==> config.mk <==
export PLATFORM = sky130hd
export DESIGN_NAME = msr_router
export DESIGN_NICKNAME = d
export VERILOG_FILES = /design/src/rtl/msr_pkg.sv /design/src/rtl/msr_compare.sv /design/src/rtl/msr_route.sv /design/src/rtl/msr_hold_stage.sv /design/src/rtl/msr_router.sv
export SDC_FILE = /design/constraint.sdc
export NUM_CORES = 1
export LEC_CHECK = 0
export ABC_AREA = 1
export BUFFER_PORTS_ARGS = -buffer_cell sky130_fd_sc_hd__buf_2
export CORE_MARGIN = 2
export CORE_UTILIZATION = 41
export CTS_BUF_LIST = sky130_fd_sc_hd__clkbuf_16
export CTS_CLUSTER_DIAMETER = 100
export CTS_CLUSTER_SIZE = 25
export DETAILED_ROUTE_END_ITERATION = 8
export GPL_ROUTABILITY_DRIVEN = 0
export MAX_ROUTING_LAYER = met4
export PLACE_DENSITY = 0.75
export SYNTH_ARGS = -nofsm -noshare
export SYNTH_HDL_FRONTEND = slang
export SYNTH_HIERARCHICAL = 1
export SYNTH_SLANG_ARGS = --single-unit
==> constraint.sdc <==
create_clock -name clk -period 1.4 [get_ports clk]
set_input_delay 0.28 -clock clk [delete_from_list [all_inputs] [get_ports clk]]
set_output_delay 0.28 -clock clk [all_outputs]
set_load 0.01 [all_outputs]
==> src/rtl/msr_pkg.sv <==
package msr_pkg;

   // comparison kinds; CMP_BAD marks a name that was not recognised
   typedef enum logic [3:0] {
      CMP_NONE,
      CMP_ANY,
      CMP_ALL,
      CMP_DIFF,
      CMP_EQ,
      CMP_NE,
      CMP_GT,
      CMP_GE,
      CMP_LT,
      CMP_LE,
      CMP_BAD
   } cmp_mode_e;

   function automatic cmp_mode_e mode_from_name(input string name);
      if (name == "none")      return CMP_NONE;
      if (name == "or")        return CMP_ANY;
      if (name == "and")       return CMP_ALL;
      if (name == "xor")       return CMP_DIFF;
      if (name == "equal")     return CMP_EQ;
      if (name == "not_equal") return CMP_NE;
      if (name == "gt")        return CMP_GT;
      if (name == "ge")        return CMP_GE;
      if (name == "lt")        return CMP_LT;
      if (name == "le")        return CMP_LE;
      return CMP_BAD;
   endfunction

endpackage

==> src/rtl/msr_compare.sv <==
module msr_compare #(
   parameter int                    WIDTH  = 4,
   parameter logic [WIDTH-1:0]      MASK_V = '0,
   parameter msr_pkg::cmp_mode_e    MODE_E = msr_pkg::CMP_NONE
) (
   input  logic [WIDTH-1:0] match_word,
   output logic             hit
);

   // one comparator is built, chosen by the mode
   generate
      case (MODE_E)
         msr_pkg::CMP_ANY: begin : g_any
            assign hit = |(match_word & MASK_V);
         end
         msr_pkg::CMP_ALL: begin : g_all
            assign hit = ((match_word & MASK_V) == MASK_V);
         end
         msr_pkg::CMP_DIFF: begin : g_diff
            assign hit = |(match_word ^ MASK_V);
         end
         msr_pkg::CMP_EQ: begin : g_eq
            assign hit = (match_word == MASK_V);
         end
         msr_pkg::CMP_NE: begin : g_ne
            assign hit = (match_word != MASK_V);
         end
         msr_pkg::CMP_GT: begin : g_gt
            assign hit = (match_word > MASK_V);
         end
         msr_pkg::CMP_GE: begin : g_ge
            assign hit = (match_word >= MASK_V);
         end
         msr_pkg::CMP_LT: begin : g_lt
            assign hit = (match_word < MASK_V);
         end
         msr_pkg::CMP_LE: begin : g_le
            assign hit = (match_word <= MASK_V);
         end
         default: begin : g_never
            logic unused_word;
            assign unused_word = ^match_word;
            assign hit = 1'b0;
         end
      endcase
   endgenerate

endmodule

==> src/rtl/msr_route.sv <==
module msr_route (
   input  logic valid_in,
   input  logic hit,
   input  logic dflt_rdy,
   input  logic sel_rdy,
   output logic dflt_vld,
   output logic sel_vld,
   output logic path_rdy
);

   always_comb begin
      dflt_vld = valid_in & ~hit;
      sel_vld  = valid_in & hit;
      path_rdy = hit ? sel_rdy : dflt_rdy;
   end

endmodule

==> src/rtl/msr_hold_stage.sv <==
module msr_hold_stage #(
   parameter int WIDTH = 4,
   parameter int PAY_W = 8
) (
   input  logic             clk,
   input  logic             rst,
   input  logic             take,
   input  logic             drain,
   input  logic             hit_in,
   input  logic [WIDTH-1:0] match_in,
   input  logic [PAY_W-1:0] data_in,
   output logic             full,
   output logic             hit_q,
   output logic [WIDTH-1:0] match_q,
   output logic [PAY_W-1:0] data_q
);

   always_ff @(posedge clk) begin
      if (rst) begin
         full <= 1'b0;
      end else if (take) begin
         full <= 1'b1;
      end else if (drain) begin
         full <= 1'b0;
      end
   end

   // decision and contents are captured together
   always_ff @(posedge clk) begin
      if (rst) begin
         hit_q   <= 1'b0;
         match_q <= '0;
         data_q  <= '0;
      end else if (take) begin
         hit_q   <= hit_in;
         match_q <= match_in;
         data_q  <= data_in;
      end
   end

endmodule

==> src/rtl/msr_router.sv <==
module msr_router #(
   parameter int    WIDTH      = 4,
   parameter        MASK       = 4'b1101,
   parameter string MODE       = "ge",
   parameter int    PAY_W      = 8,
   parameter bit    REGISTERED = 1'b1
) (
   input  logic             clk,
   input  logic             rst,
   input  logic             in_valid,
   output logic             in_ready,
   input  logic [WIDTH-1:0] in_match,
   input  logic [PAY_W-1:0] in_data,
   output logic             dflt_valid,
   input  logic             dflt_ready,
   output logic             sel_valid,
   input  logic             sel_ready,
   output logic [WIDTH-1:0] out_match,
   output logic [PAY_W-1:0] out_data
);

   localparam msr_pkg::cmp_mode_e MODE_E = msr_pkg::mode_from_name(MODE);
   localparam int                 MASK_BITS = $bits(MASK);
   localparam logic [WIDTH-1:0]   MASK_V = WIDTH'(MASK);

   // elaboration checks
   generate
      if (MODE_E == msr_pkg::CMP_BAD) begin : g_bad_mode
         $error("msr_router: unknown comparison mode name");
      end
      if (MASK_BITS != WIDTH) begin : g_bad_mask
         $error("msr_router: mask length differs from WIDTH");
      end
      if (WIDTH < 1 || PAY_W < 1) begin : g_bad_width
         $error("msr_router: WIDTH and PAY_W must be positive");
      end
   endgenerate

   logic in_hit;

   msr_compare #(
      .WIDTH  (WIDTH),
      .MASK_V (MASK_V),
      .MODE_E (MODE_E)
   ) cmp_i (
      .match_word (in_match),
      .hit        (in_hit)
   );

   generate
      if (REGISTERED) begin : g_reg
         logic             full;
         logic             hit_q;
         logic             held_rdy;
         logic             take;
         logic             drain;

         msr_route route_i (
            .valid_in (full),
            .hit      (hit_q),
            .dflt_rdy (dflt_ready),
            .sel_rdy  (sel_ready),
            .dflt_vld (dflt_valid),
            .sel_vld  (sel_valid),
            .path_rdy (held_rdy)
         );

         assign drain    = full & held_rdy;
         assign in_ready = ~full | held_rdy;
         assign take     = in_valid & in_ready;

         msr_hold_stage #(
            .WIDTH (WIDTH),
            .PAY_W (PAY_W)
         ) hold_i (
            .clk      (clk),
            .rst      (rst),
            .take     (take),
            .drain    (drain),
            .hit_in   (in_hit),
            .match_in (in_match),
            .data_in  (in_data),
            .full     (full),
            .hit_q    (hit_q),
            .match_q  (out_match),
            .data_q   (out_data)
         );
      end else begin : g_comb
         logic unused_clocking;
         assign unused_clocking = clk ^ rst;

         msr_route route_i (
            .valid_in (in_valid),
            .hit      (in_hit),
            .dflt_rdy (dflt_ready),
            .sel_rdy  (sel_ready),
            .dflt_vld (dflt_valid),
            .sel_vld  (sel_valid),
            .path_rdy (in_ready)
         );

         assign out_match = in_match;
         assign out_data  = in_data;
      end
   endgenerate

endmodule

## Word-level counts from Yosys, hierarchy flattened

Index checks and enable logic that the tools add are counted.

- Output and inout port bits: 15
- Bits of input ports: 17
- Register bits: 14
- Word-level logic and storage cells: 16

- Multiplexer cells: 3
- Order comparisons: 1
- Bitwise gates (word level): 7
- Reductions and logical operators: 1

Operator list:

| operator | count |
|---|---|
| AND 1 bit | 4 |
| greater-or-equal comparator 4 bit (second input constant) | 1 |
| two-way mux 1 bit | 3 |
| inverter 1 bit | 2 |
| nonzero test 2 bit | 1 |
| OR 1 bit | 1 |

## Longest topological paths before layout

Gate-level depths: netlist of the first run.

- Depth in word-level cells: 4
- Mapped depth: 9
- Mapped depth without buffers: 8

## Modules after synthesis

Netlist of the first run, hierarchy kept.

By module, submodules not included:

| module | area each (µm²) | cells each | instances | sequential area each (µm²) |
|---|---|---|---|---|
| msr_hold_stage | 515.5 | 61 | 1 | 280.3 |
| msr_route | 30.0 | 8 | 1 | 0.0 |
| msr_router | 27.5 | 6 | 1 | 0.0 |
| msr_compare | 11.3 | 3 | 1 | 0.0 |

## Worst setup path before layout of the first run

Ideal clock, no wire load.

- Kind: flip-flop to flip-flop
- Start: reg g_reg.hold_i.hit_q
- End: reg g_reg.hold_i.data_q[0]
- Arrival: 1049 ps
- Setup time: 116 ps
- Cell stages (with the launch flop): 9
- Clock period less this slack: 1165 ps
- Data required time: 1284 ps
- Slack: 235 ps
- Buffers on the path: 1
- Path through: dfxtp_1 -> nand2_1 -> nand2_1 -> inv_1 -> a21oi_2 -> inv_2 -> buf_6 -> nor2_2 -> nor2_1

- Word-level cells in the longest chain between the ends: 3

RTL lines:

| item | RTL line | source |
|---|---|---|
| start, declared | msr_hold_stage.sv:13 | `output logic hit_q,` |
| start signal, assigned | msr_hold_stage.sv:35 | `hit_q <= hit_in;` |
| two-way mux 1 bit | msr_route.sv:14 | `path_rdy = hit ? sel_rdy : dflt_rdy;` |
| net g_reg.held_rdy | msr_router.sv:54 | `logic held_rdy;` |
| OR 1 bit | msr_router.sv:69 | `assign in_ready = ~full \| held_rdy;` |
| AND 1 bit | msr_router.sv:70 | `assign take = in_valid & in_ready;` |
| net g_reg.take | msr_router.sv:55 | `logic take;` |
| end signal, assigned | msr_hold_stage.sv:37 | `data_q <= data_in;` |
| end, declared | msr_hold_stage.sv:15 | `output logic [PAY_W-1:0] data_q` |

The timed path passes the listed nets, and every way through them passes these cells.
A chain may end at the register's enable or synchronous reset.

## Worst setup path after layout of the first run

- Start: reg g_reg.hold_i.hit_q
- End: out in_ready

- Word-level cells in the longest chain between the ends: 2

RTL lines:

| item | RTL line | source |
|---|---|---|
| two-way mux 1 bit | msr_route.sv:14 |  |
| net g_reg.held_rdy | msr_router.sv:54 |  |
| OR 1 bit | msr_router.sv:69 |  |
| end, declared | msr_router.sv:11 | `output logic in_ready,` |

The timed path passes the listed nets, and every way through them passes these cells.

==> results of run 1 <==
## metrics by stage
step,total power [mW],setup slack [ns],hold WS (ns),util (%)
after global placement,0.630,0.227,0.462,56.7
after detailed placement,0.635,0.165,0.461,56.7
after global routing,1.21,-0.00678,0.211,62.7
after CTS,1.17,0.0658,0.210,62.7
after floorplan,0.562,0.235,0.342,-
final,1.16,0.0763,0.216,62.7
## how the worst max path moves through the flow
stage / start / endpoint / slack (ns) / cells past startpoint
final: g_reg.hold_i/hit_q / in_ready / 0.08 / 6
after global routing: g_reg.hold_i/hit_q / g_reg.hold_i/hit_q / -0.007 / 7
after CTS: g_reg.hold_i/hit_q / in_ready / 0.07 / 6
after detailed placement: g_reg.hold_i/hit_q / g_reg.hold_i/match_q[1] / 0.16 / 7
after global placement: g_reg.hold_i/hit_q / g_reg.hold_i/match_q[2] / 0.23 / 7
after floorplan: g_reg.hold_i/hit_q / g_reg.hold_i/data_q[0] / 0.24 / 8
## logic make-up (layout without fill, tap and decap cells)
| logic type | after synthesis | after routing | share of synthesized area (%) |
|---|---|---|---|
| flip-flops | 14 | 14 | 48.0 |
| AO/OA/AOI/OAI | 15 | 15 | 14.1 |
| AND/OR/NAND/NOR | 37 | 37 | 27.6 |
| buffers and inverters | 12 | 46 | 10.3 |
## worst max-delay path, delay by kind of cell (launching register included)
family,cells,cell delay (ns)
flops,1,0.37
buf+inv,3,0.28
simple gates,3,0.16
## power breakdown
group / total [mW] / switching (mW) / internal, mW / leakage (nW)
combinational: 0.172 / 0.0977 / 0.0740 / 0.289
sequential: 0.455 / 0.0199 / 0.435 / 0.116
clock: 0.535 / 0.158 / 0.377 / 0.0385
total: 1.16 / 0.276 / 0.886 / 0.443
## final cells by class
class	count	share of cell area (%)
sequential	14	33.9
multi-input combinational	52	29.5
timing repair buffer	33	20.6
clock buffer	3	9.09
inverter	9	4.09
tap	15	2.27
clock inverter	1	0.455
## synth_stat cells
cell type,n
a21oi_2,2
buf_4,2
buf_6,1
dfxtp_1,14
inv_1,8
inv_2,1
nand2_1,8
nor2_1,20
nor2_2,9
o21ai_0,11
o21ai_1,2
## state kept, by name (all words and copies together) (netlist names)
register / cells
g_reg.hold_i/match_q: 4
g_reg.hold_i/hit_q: 1
g_reg.hold_i/data_q: 8
g_reg.hold_i/full: 1
## layer usage
metal / vias up / wire length (µm)
met4: 0 / 12
met5: - / 0
met1: 232 / 644
met2: 21 / 564
met3: 2 / 77
li1: 305 / -
==> metrics.md, run 1 <==
| Metric | Value |
|---|---|
| Max Slew Vio Count | 0 |
| Post-CTS Resized | 0 |
| I/O pins | 32 |
| Lkg Pwr | about 0.44 nW |
| Hold path endpoint | g_reg.hold_i/full |
| Met1 usage | 21.4% |
| Worst r2r dst | g_reg.hold_i/data_q[7] |
| Inst Count DP | 123 |
| Commonest non-fill, non-tap cell in the layout | buf_2 |
| Reg2reg start | g_reg.hold_i/hit_q |
| NumNets Final | 130 |
| Initial Util | around 44% |
| R2R Setup Slk | 0.15 ns |
| FF/Latch Area | 280 µm² |
| Synth Net Count | 95 |
| Global routing's busiest layer | met2 |
| Detailed placement HPWL | 943 µm |
| Leading area contributor after synthesis | dfxtp_1 |
| Drt first pass iters | 2 |
| Clk_skew | 0.000855 ns |
| Finished layout cell area | a little over 800 µm² |
| Share of layout cells above drive strength 1 | 42.9% |
| Wirelength per Cell | between 10 and 15 µm |
| Crit Path Category | flop to output pin |
| CP arrival | 1.04 ns |
| Max Fclk | approximately 760 MHz |
| Worst Hold Depth | 2 |
| YS warnings | 6 |
| IO buf count | 31 |
| CP Capture Type | output pin |
| CTS buffer count | 3 |
| Endpoints failing hold | 0 |
| Vias in the first global route | 516 |
| Tightest Pin Transition | 0.339 ns |
| Post-CTS setup buffers | 0 |
| Filler cells | about 130 |
| Post-Place Cell Area | 747 µm² |
| Cts hold-fix bufs | 0 |
| Clock slew at reported path FFs | 0.05 ns |
| CP dominant cell by count | nand2_1 |
| Post-DRT Antenna Nets | 0 |
| RSZ-0062 raised after global routing | yes |
| Seq/Total Area, Yosys | 48.0% |
| Outcome | completed |
| Max_cap viols | 0 |
| Detailed-route via count | 560 |
| M2 GR Usage | 23.4% |
| Final setup TNS | 0 ns |
| DR iter-0 viols | 4 |
| Synth top area cells | dfxtp_1 48%, nor2_1 13%, nor2_2 9.6%, o21ai_0 9.4%, inv_1 5.1% |
| Avg Synthesized Cell Area | 7.49 µm² |
| Most frequent cells in the layout | 31 x buf_2, 20 x nor2_1, 14 x dfxtp_1, 11 x o21ai_0, 9 x nor2_2 |
| Slowest-stage cell, CP | dfxtp_1 |
| Die Wd | 41.8 µm |
| Clk buf depth | 2 |
| Worst slew margin | 77.4% |
| H-tree Lvls | 1 |
| CP required | 1.12 ns |
| Hold Startpoint | rst |
| Die ar. | around 1700 µm² |
| Initial antenna violation count | 0 |
| # diodes | 0 |
| Global-route wire length before repair | 2170 µm |
| Vias per cell | around 4.4 |
| CP max FO | 5 |
| Gr ovfl total | 0 |
| PwrDens | roughly 1400 nW/µm² |
| Setup-failing EPs final | 0 |
| Period utilisation layout | 94.6% |
| R2R depth | 7 |
| Unique masters post-synth | 11 |
| Footprint of the multi-input gates | 244 µm² |
| DRC | 0 |
| Fin cells | roughly 130 |
| Peak supply drop | ~0.7 mV |
| Hold Path Class | input port to flop |
| Setup crit start kind | flop |
| Area delta synth->final | 41.3% |
| Clock sink count | 14 |
| Synth Instances | 78 |
| Worst skew pair latency | 0.24 ns |
| Post-synth top area share | 48.0% |
| Largest net degree at the start of global routing | 15 |
| Die height | 41.8 µm |
| GRT Util Overall | 16.6% |
| Routing usage on met3 | ~3.9% |
| Core footprint | 1320 µm² |
| Critical Path, Cell by Cell | inv_1 -> nand2_1 -> nand2_1 -> inv_1 -> nand2_1 -> buf_2 |
| Row count | 13 |
| CTS root buf | clkbuf_16 |
| Largest stage delay on the critical path | roughly 0.37 ns |
| Synthesized area | 584 µm² |
| Drt total wl | 1300 µm |
| CTS tree | yes |
| Final period demand of the worst path | 1.32 ns |
| Register bit total from synthesis | 14 |
No activity file was read; power rests on OpenSTA's default activity.
==> inputs of run 2 (changes only) <==
- BUFFER_PORTS_ARGS: -buffer_cell sky130_fd_sc_hd__buf_2 -> -buffer_cell sky130_fd_sc_hd__clkbuf_2
==> metrics.md, run 2 (same netlist as run 1, synthesis figures left out) <==
| Metric | Value |
|---|---|
| Max Slew Vio Count | 0 (unchanged) |
| Clk buf depth | 2 (unchanged) |
| Post-DRT Antenna Nets | 0 (unchanged) |
| CP Capture Type | output pin |
| Detailed-route via count | 563 (+0.54%) |
| Layout Utilization | 62.7% (unchanged) |
| CTS tree | yes |
| Area delta synth->final | 41.3% (unchanged) |
| Clock slew at reported path FFs | 0.04 ns (about the same) |
| Max_cap viols | 0 (unchanged) |
| Die ar. | 1740 µm² (unchanged) |
| DR iter-0 viols | 9 (+5) |
| Tightest Pin Transition | 0.321 ns (-0.0180 ns) |
| Max Fclk | 769 MHz (+1.8%) |
| Largest stage delay on the critical path | 0.37 ns (about the same) |
| Worst Hold Margin | 0.217 ns (+0.000762 ns) |
| Worst slew margin | 78.6% (+1.2 points) |
| Setup crit start kind | flop |
| Lkg Pwr | 0.441 nW (-0.46%) |
| Max reg flops | 8 (unchanged) |
| Setup-failing EPs final | 0 (unchanged) |
| Die height | 41.8 µm (unchanged) |
| Critical Path, Cell by Cell | inv_1 -> nand2_1 -> nand2_1 -> inv_1 -> nand2_1 -> clkbuf_2 |
| Most frequent cells in the layout | 31 x clkbuf_2, 20 x nor2_1, 14 x dfxtp_1, 11 x o21ai_0, 9 x nor2_2 |
| Final setup TNS | 0 ns (unchanged) |
| Wirelength per Cell | 9.50 µm (-7.2%) |
| Row count | 13 (unchanged) |
| Detailed placement HPWL | 908 µm (-3.7%) |
| CP dominant cell by count | nand2_1 |
| Inst Count DP | 123 (unchanged) |
| Routing usage on met3 | 4.78% (+0.87 points) |
| Post-CTS setup buffers | 0 (unchanged) |
| # diodes | 0 (unchanged) |
| Logic gate share of total power | 14.7% (about the same) |
| Crit Path Category | flop to output pin |
| Commonest non-fill, non-tap cell in the layout | clkbuf_2 |
| Period utilisation layout | 92.9% (-1.7 points) |
| Largest Register | g_reg.hold_i/data_q |
| IO buf count | 31 (unchanged) |
| Share of layout cells above drive strength 1 | 42.9% (unchanged) |
| Total power | 1.16 mW (-0.52%) |
| CP arrival | 1.02 ns (-0.02 ns) |
| Final period demand of the worst path | 1.30 ns (-0.0235 ns) |
| Min setup slack post-route | 0.0998 ns (+0.0235 ns) |
| Initial Util | 44.3% (unchanged) |
| PwrDens | 1400 nW/µm² (-0.52%) |
| Drt first pass iters | 3 (+1) |
| Sequential power share | 39.4% (+0.3 points) |
| Drt total wl | 1210 µm (-7.2%) |
| Global-route wire length before repair | 2010 µm (-7.0%) |
| Met1 usage | 19.6% (-1.8 points) |
| Post-Place Cell Area | 747 µm² (unchanged) |
| Outcome | completed |
| Vias per cell | 4.43 (+0.54%) |
| Global routing's busiest layer | met2 |
| Post-CTS Resized | 0 (unchanged) |
| Place WS | 0.175 ns (+0.0105 ns) |
| Fin cells | 127 (unchanged) |
| Int Power | 0.885 mW (about the same) |
| Clk_skew | 0.00216 ns (+0.00131 ns) |
| Core footprint | 1320 µm² (unchanged) |
| GRT Util Overall | 15.2% (-1.4 points) |
| Biggest regs | g_reg.hold_i/data_q: 8 flops, g_reg.hold_i/match_q: 4 flops |
| Cts hold-fix bufs | 0 (unchanged) |
| M2 GR Usage | 22.2% (-1.3 points) |
| CP required | 1.12 ns (about the same) |
| Gr ovfl total | 0 (unchanged) |
| Sw Ratio | 23.4% (-0.33 points) |
| NumNets Final | 130 (unchanged) |
| CP max FO | 5 (unchanged) |
| I/O pins | 32 (unchanged) |
| Initial antenna violation count | 0 (unchanged) |
| DRC | 0 (unchanged) |
| Clk pwr share | 45.9% (-0.2 points) |
| Clock sink count | 14 (unchanged) |
| Hold Path Class | input port to flop |
| Largest net degree at the start of global routing | 15 (unchanged) |
| Worst skew pair latency | 0.24 ns (about the same) |
| RSZ-0062 raised after global routing | no |
| CTS buffer count | 3 (unchanged) |
| H-tree Lvls | 1 (unchanged) |
| CTS root buf | clkbuf_16 |
| Die Wd | 41.8 µm (unchanged) |
| Finished layout cell area | 826 µm² (unchanged) |
| Endpoints failing hold | 0 (unchanged) |
| Peak supply drop | 0.751 mV (+7.5%) |
| Slowest-stage cell, CP | dfxtp_1 |
| Vias in the first global route | 494 (-4.3%) |
| P_sw | 0.270 mW (-1.9%) |
[run 2: power groups by stage]
stage          combinational, mW  sequential [mW]  clock, mW
2_1_floorplan             0.0872            0.475          0
3_3_place_gp               0.170            0.461          0
3_5_place_dp               0.172            0.462          0
4_1_cts                    0.173            0.455      0.538
5_1_grt                    0.190            0.459      0.555
6_report                   0.170            0.455      0.530
[run 2: layout make-up]
type                       count  area [µm²]
clock buffer                   3        75.1
clock inverter                 1        3.75
fill                         121         492
inverter                       9        33.8
multi-input combinational     52         244
sequential                    14         280
tap                           15        18.8
timing repair buffer          33         170
[run 2: routing by layer]
layer | vias to the layer above | wire length (µm)
met1 | 232 | 603
li1 | 308 | -
met3 | 2 | 86
met4 | 0 | 5
met5 | - | 0
met2 | 21 | 512
[run 2: worst max-delay path: cells and delay by family (launching register included)]
family	cells	cell delay [ns]
buffers and inverters	3	0.26
and+or+nand+nor	3	0.16
DFF	1	0.37
[run 2: path summary, 6_finish.rpt]
check / from / to / slack (ns) / depth (start not counted)
setup / recovery: g_reg.hold_i/hit_q / in_ready / 0.1 / 6
hold / removal: rst / g_reg.hold_i/full / 0.22 / 2
setup reg to reg: g_reg.hold_i/hit_q / g_reg.hold_i/match_q[2] / 0.18 / 7
hold reg to reg: g_reg.hold_i/match_q[0] / g_reg.hold_i/match_q[0] / 0.48 / 2
